--- src/rtl/bufcap_pkg.sv ---
package bufcap_pkg;

    typedef enum logic [1:0] {
        ACT_NONE     = 2'd0,
        ACT_CAP_ONLY = 2'd1,
        ACT_SHIFT    = 2'd2,
        ACT_DROP     = 2'd3
    } bufcap_act_e;

endpackage

--- src/rtl/bufcap_decide.sv ---
module bufcap_decide
    import bufcap_pkg::*;
(
    input  logic        capt_evt,
    input  logic        no_ovw,
    input  logic        cap_full,
    input  logic        hold_full,
    input  logic        rd_cap,
    input  logic        rd_hold,
    output bufcap_act_e act
);
    logic cap_free;
    logic hold_free;

    always_comb begin
        // a slot read in this cycle counts as free
        cap_free  = !cap_full  || rd_cap;
        hold_free = !hold_full || rd_hold;
        if (!capt_evt) begin
            act = ACT_NONE;
        end else if (!no_ovw) begin
            act = ACT_SHIFT;
        end else if (cap_free) begin
            act = ACT_CAP_ONLY;
        end else if (hold_free) begin
            act = ACT_SHIFT;
        end else begin
            act = ACT_DROP;
        end
    end
endmodule

--- src/rtl/bufcap_store.sv ---
module bufcap_store
    import bufcap_pkg::*;
#(
    parameter int CNT_W = 16
) (
    input  logic             clk,
    input  logic             rst_n,
    input  bufcap_act_e      act,
    input  logic [CNT_W-1:0] timer_cnt,
    input  logic             rd_cap,
    input  logic             rd_hold,
    output logic [CNT_W-1:0] cap_val,
    output logic [CNT_W-1:0] hold_val,
    output logic             cap_full,
    output logic             hold_full,
    output logic             lost_evt
);
    typedef struct packed {
        logic [CNT_W-1:0] cap;
        logic [CNT_W-1:0] hold;
        logic             cap_full;
        logic             hold_full;
        logic             lost;
    } slot_st_t;

    slot_st_t st_d;
    slot_st_t st_q;

    always_comb begin
        st_d = st_q;
        if (rd_cap) begin
            st_d.cap_full = 1'b0;
        end
        if (rd_hold) begin
            st_d.hold_full = 1'b0;
            st_d.lost      = 1'b0;
        end
        case (act)
            ACT_SHIFT: begin
                st_d.hold      = st_q.cap;
                st_d.hold_full = st_q.cap_full && !rd_cap;
                st_d.cap       = timer_cnt;
                st_d.cap_full  = 1'b1;
            end
            ACT_CAP_ONLY: begin
                st_d.cap      = timer_cnt;
                st_d.cap_full = 1'b1;
            end
            ACT_DROP: begin
                st_d.lost = 1'b1;
            end
            default: ;
        endcase
        if (!rst_n) begin
            st_d = '0;
        end
    end

    always_ff @(posedge clk) begin
        st_q <= st_d;
    end

    assign cap_val   = st_q.cap;
    assign hold_val  = st_q.hold;
    assign cap_full  = st_q.cap_full;
    assign hold_full = st_q.hold_full;
    assign lost_evt  = st_q.lost;
endmodule

--- src/rtl/bufcap_strobe.sv ---
module bufcap_strobe (
    input  logic clk,
    input  logic rst_n,
    input  logic queue_mode,
    input  logic rd_hold,
    output logic acc_latch
);
    logic strobe_d;
    logic strobe_q;

    always_comb begin
        strobe_d = queue_mode && rd_hold;
        if (!rst_n) begin
            strobe_d = 1'b0;
        end
    end

    always_ff @(posedge clk) begin
        strobe_q <= strobe_d;
    end

    assign acc_latch = strobe_q;
endmodule

--- src/rtl/bufcap_channel.sv ---
module bufcap_channel
    import bufcap_pkg::*;
#(
    parameter int CNT_W = 16
) (
    input  logic             clk,
    input  logic             rst_n,
    input  logic [CNT_W-1:0] timer_cnt,
    input  logic             capt_evt,
    input  logic             queue_mode,
    input  logic             no_ovw,
    input  logic             rd_cap,
    input  logic             rd_hold,
    output logic [CNT_W-1:0] cap_val,
    output logic [CNT_W-1:0] hold_val,
    output logic             cap_full,
    output logic             hold_full,
    output logic             lost_evt,
    output logic             acc_latch
);
    bufcap_act_e act;

    bufcap_decide u_decide (
        .capt_evt (capt_evt),
        .no_ovw   (no_ovw),
        .cap_full (cap_full),
        .hold_full(hold_full),
        .rd_cap   (rd_cap),
        .rd_hold  (rd_hold),
        .act      (act)
    );

    bufcap_store #(.CNT_W(CNT_W)) u_store (
        .clk      (clk),
        .rst_n    (rst_n),
        .act      (act),
        .timer_cnt(timer_cnt),
        .rd_cap   (rd_cap),
        .rd_hold  (rd_hold),
        .cap_val  (cap_val),
        .hold_val (hold_val),
        .cap_full (cap_full),
        .hold_full(hold_full),
        .lost_evt (lost_evt)
    );

    bufcap_strobe u_strobe (
        .clk       (clk),
        .rst_n     (rst_n),
        .queue_mode(queue_mode),
        .rd_hold   (rd_hold),
        .acc_latch (acc_latch)
    );
endmodule

--- config.mk ---
export PLATFORM = sky130hd
export DESIGN_NAME = bufcap_channel
export DESIGN_NICKNAME = d
export VERILOG_FILES = /design/src/rtl/bufcap_pkg.sv /design/src/rtl/bufcap_decide.sv /design/src/rtl/bufcap_store.sv /design/src/rtl/bufcap_strobe.sv /design/src/rtl/bufcap_channel.sv
export SDC_FILE = /design/constraint.sdc
export NUM_CORES = 1
export LEC_CHECK = 0
export ABC_AREA = 1
export CAP_MARGIN = 20
export CORE_AREA = 2 2 59 61
export DETAILED_ROUTE_END_ITERATION = 8
export DIE_AREA = 0 0 61 63
export PLACE_DENSITY = 0.79
export SYNTH_ARGS = -nofsm -noshare
export SYNTH_HDL_FRONTEND = slang
export SYNTH_SLANG_ARGS = --single-unit
--- constraint.sdc ---
create_clock -name clk -period 3.3 [get_ports clk]
set_clock_uncertainty 0.15 [all_clocks]
set_input_delay 0.495 -clock clk [delete_from_list [all_inputs] [get_ports clk]]
set_output_delay 0.495 -clock clk [all_outputs]
set_load 0.05 [all_outputs]
## After elaboration in Yosys (flattened, before gate mapping)

Cells that the tools add are included.
Widths: inputs -> output; s select.

- Input port bits: 23
- Latch bits: 0
- Memory bits (read-only): 0
- Logic and storage cells: 29
- RAM bits: 0
- Memories: 0
- Register bits after elaboration: 36
- Output and inout port bits: 36

- Multiplexer cells: 9
- Order comparisons: 0
- Multiply operators: 0
- Div/mod/pow operators: 0
- Equality and inequality tests: 3
- Add/subtract/negate cells: 0
- Reduce and logical (&&, ||, !) cells: 11
- Bitwise logic cells: 0
- Shift operators: 0

Operator list:

| cell | count |
|---|---|
| $mux 2 | 4 |
| $reduce_bool 2->1 | 3 |
| $mux 1 | 5 |
| $eq 2x2->1 const B | 2 |
| $logic_not 1->1 | 3 |
| $eq 2x1->1 const B | 1 |
| $logic_and 1x1->1 | 2 |
| $logic_or 1x1->1 | 2 |
| $reduce_or 2->1 | 1 |

## Depth between registers and ports, before layout

- Depth after elaboration: 9
- Mapped depth: 10
- Depth with buffers taken out: 8

## Cells and area by module

A second synthesis with hierarchy kept.

- Cell total of the unflattened synthesis: 168
- Area total of the unflattened synthesis: 1327.5 um^2

By module, submodules not included:

| module | times used | cells an instance | area an instance (um^2) |
|---|---|---|---|
| bufcap_store | 1 | 155 | 1255.0 |
| bufcap_decide | 1 | 9 | 38.8 |
| bufcap_strobe | 1 | 4 | 33.8 |

## Worst setup path before layout

Ideal clock, no wire load.

- Path type: reg2reg
- From: register u_store.st_q (netlist bit u_store.cap_full)
- To: register u_store.st_q (netlist bit u_store.cap_val[3])
- Clock period less this slack: 1.981 ns
- Path slack: 1.319 ns
- Arrival time: 1.715 ns
- Cell stages (with the launch flop): 7
- Library setup time: 0.116 ns
- Cell sequence: dfxtp_1 -> nand2_1 -> a21boi_0 -> ha_1 -> buf_4 -> o21ai_0 -> nor2_1

- Word-level cells in the longest chain between the ends: 7

Ends and longest elaborated chain:

| element | RTL line | RTL |
|---|---|---|
| start, declared | bufcap_store.sv:27 | `slot_st_t st_q;` |
| start signal, assigned | bufcap_store.sv:60 | `st_q <= st_d;` |
| $logic_not 1->1 * | bufcap_decide.sv:17 | `cap_free = !cap_full \|\| rd_cap;` |
| $logic_or 1x1->1 * | bufcap_decide.sv:17 |  |
| $mux 2 * | bufcap_decide.sv:23 | `end else if (cap_free) begin` |
| $mux 2 * | bufcap_decide.sv:21 | `end else if (!no_ovw) begin` |
| $mux 2 * | bufcap_decide.sv:19 | `if (!capt_evt) begin` |
| $eq 2x2->1 / $eq 2x1->1 (equally long branches) | bufcap_store.sv:38 | `case (act)` |
| $reduce_or 2->1 (no line) * | n/a |  |

Mark *: on every way between the ends. The rest lies on a longest branch, timed or not.
A chain may end at the register's enable or synchronous reset.

## Worst setup path in the final report

- From: input port rd_cap
- To: register u_store.st_q (netlist bit u_store.cap_val[5])

- Word-level cells in the longest chain between the ends: 6

Ends and longest elaborated chain:

| element | RTL line | RTL |
|---|---|---|
| start, declared | bufcap_channel.sv:12 | `input logic rd_cap,` |
| $logic_or 1x1->1 * | bufcap_decide.sv:17 |  |
| $mux 2 * | bufcap_decide.sv:23 |  |
| $mux 2 * | bufcap_decide.sv:21 |  |
| $mux 2 * | bufcap_decide.sv:19 |  |
| $eq 2x2->1 / $eq 2x1->1 (equally long branches) | bufcap_store.sv:38 |  |
| $reduce_or 2->1 (no line) * | n/a |  |

Marked as above.

==> key figures <==
Outcome
  • Run status: complete, no violations

Job
  • MaxCap Viol Count: 0

STA
  • Crit share post-route: 67.16%
  • Setup-failing EPs final: 0
  • TNS Setup: 0 ps
  • Crit path time final: 2216 ps
  • Slew Limit Fails: 0
  • Max transition margin: 31.61%
  • Tightest Pin Transition: 1023 ps
  • RSZ-0062 raised after global routing: no
  • Count of final hold-check violations: 0
  • Peak Freq: 451.2 MHz

Route
  • Pre-antenna DRT Iters: 4
  • Avg WL per Cell: 11.36 µm
  • Final wirelength: 3.066 mm
  • DR DRC count: 0
  • Starting DRT DRC Count: 70
  • Vias: 1248
  • Post-DRT Antenna Nets: 0
  • DR vias/cell: 4.622

Synth
  • Post-Syn Area: 1302 µm²
  • Main combinational cell family by area after synthesis: simple AND/OR/NAND/NOR gates
  • Post-Syn Nets: 190
  • Xor-xnor portion of the synthesized cell area: 0%
  • Syn Area/Cell: 7.894 µm²
  • Number of synthesis warnings: 0
  • Post-synthesis mux area share: 0%
  • Cells after Synth: 165
  • Compound-gate portion of the synthesized area: 14.41%
  • Yosys top cell by area: dfxtp_1
  • Register area share after synthesis: 55.33%
  • Simple-gate share of the synthesized area: 22.00%
  • Seq cells post-synth: 36
  • Ranking of synthesized cells by area: dfxtp_1, nor2_1, o21ai_0
  • Distinct cells, synth: 15
  • Yosys top cell area share: 55.33%
  • Adder-Cell Fraction of Synth Area: 1.921%

Clock tree
  • CTS Buffer Depth: 2
  • Resize count post-CTS: 0
  • H-tree depth: 2
  • Clk Latency, worst-skew pair: 340 ps
  • Hold bufs inserted after CTS: 0
  • Clock transition at the registers of the reported paths: 100 ps
  • Clock Sinks: 36
  • CTS buffer count: 5
  • CTS tree: built
  • Post-CTS Setup Bufs: 0
  • Root Buffer: clkbuf_4

Cells and area
  • Share of layout cells above drive strength 1: 4.018%
  • Area growth from synthesis to layout: 49.47%
  • Fillers: 302
  • Diode count: 0
  • Fin nets: 248
  • Area of the multi-input gates: 499.2 µm²
  • Storage element area: 720.7 µm²

Die
  • Initial Utilization: 40.30%
  • Placeable Area: 3232 µm²
  • Die ar.: 3843 µm²
  • Ports: 59
  • Die Width: 61 µm
  • Rows: 21
  • Die height: 63 µm

Worst setup path
  • WP data required: 3390 ps
  • Critical path type: in -> reg
  • Max stage delay on crit path: 630 ps
  • CP arrival: 2300 ps
  • Crit path launch type: input pin
  • CP max FO: 18
  • Most used cell, CP: nor2_1
  • Critical path, cell by cell: clkdlybuf4s50_1 -> inv_1 -> nand2_1 -> a21boi_0 -> ha_1 -> inv_2 -> nor2_1 -> nor2_1
  • CP top delay family: buffers and inverters
  • WP buf/inv: 3
  • Crit-path slowest cell: ha_1
  • CP endpoint kind: flop

GRT
  • Initial antenna violation count: 0
  • Vias in the first global route: 1182
  • Global route overflow: 0
  • GRT Util Overall: 17.33%
  • Largest net degree at the start of global routing: 35
  • First-pass GRT wire length: 5.023 mm

Placed design
  • Port bufs: 58
  • GP Congestion: 0.7414
  • Final HPWL DP: 2.121 mm

Power and ir drop
  • Leakage power: 0.8099 nW
  • VDD IR-drop max: 253.7 µV
  • Pwr per Cell Area: 553.2 nW/µm²
  • Tot Pwr: 1.077 mW

Hold path
  • Worst Hold Class: reg -> reg
[cells in the final DEF (no fill, tap or decap), drive strengths merged]
master         instances
dfxtp                 36
ha                     2
clkbuf                 8
a21boi                 1
a21oi                  4
o21ai                 32
inv                    6
buf                    1
nand3                  1
nor2                  68
clkdlybuf4s50         58
nand2                  7
[state kept, by name, summed over array words and instances (netlist names)]
| signal | cells |
|---|---|
| u_store.cap_val | 16 |
| u_store.hold_val | 16 |
| u_store.lost_evt | 1 |
| u_store.cap_full | 1 |
| u_store.hold_full | 1 |
| u_strobe.acc_latch | 1 |
[report_power, final]
part	total [mW]	switching, mW	internal, mW
clock	0.243	0.138	0.105
sequential	0.501	0.0260	0.475
combinational	0.333	0.217	0.116
[final timing paths]
| path | start | to | slack [ps] | cells past startpoint |
|---|---|---|---|---|
| min reg2reg | u_store.lost_evt | u_store.lost_evt | 360 | 2 |
| max reg2reg | u_store.cap_full | u_store.cap_val[5] | 1380 | 6 |
| max | rd_cap | u_store.cap_val[5] | 1080 | 8 |
| min | u_store.lost_evt | u_store.lost_evt | 360 | 2 |
[Yosys cell counts]
cell type	number
inv_2	2
ha_1	2
buf_4	2
buf_6	2
o21ai_0	28
nor2_1	68
nand2_1	7
dfxtp_1	36
a21oi_1	4
clkbuf_4	1
buf_2	3
a21boi_0	1
o21ai_1	4
nand3_1	1
inv_1	4
[layout make-up]
cell class              count  area share, %
inverters                   6          1.157
repair buffers             59          30.21
well taps                  46          2.956
flip-flops and latches     36          37.02
clock buffers               8          3.021
multi-input cells         115          25.64
[stage by stage]
| stage | area [µm²] | cells | hold slack (ps) | util [%] | setup slack, ps |
|---|---|---|---|---|---|
| 5_1_grt | 1947 | 270 | 383.3 | 60.24 | 857.2 |
| 6_report | 1947 | 270 | 355.9 | 60.24 | 1084 |
| 2_1_floorplan | 1303 | 165 | 458.8 | - | 1319 |
| 3_3_place_gp | 1888 | 262 | 323.8 | 58.42 | 781.0 |
| 4_1_cts | 1947 | 270 | 359.0 | 60.24 | 1076 |
| 3_5_place_dp | 1888 | 262 | 332.6 | 58.42 | 706.2 |
[kinds of logic after synthesis]
logic type	Yosys count
buffers and inverters	14
AOI/OAI and AO/OA	37
and+or+nand+nor	76
adders and majority gates	2
DFF	36
[metal layers]
metal  wire length, µm  share of wire (%)  track usage, %  up-vias
met5                 0                  0               0        -
met4                48                1.6           6.250        0
met3               197                6.4           7.039        6
met2              1429                 47           28.09       49
met1              1391                 45           20.10      549
li1                  -                  -               -      644
[worst reg2reg max path, stage by stage, from the launching register on]
cell      delay, ps
dfxtp_1         360
nand2_1          90
a21boi_0        260
ha_1            500
inv_2           250
nor2_1          150
nor2_1           60
No activity file was read; power rests on OpenSTA's default activity.
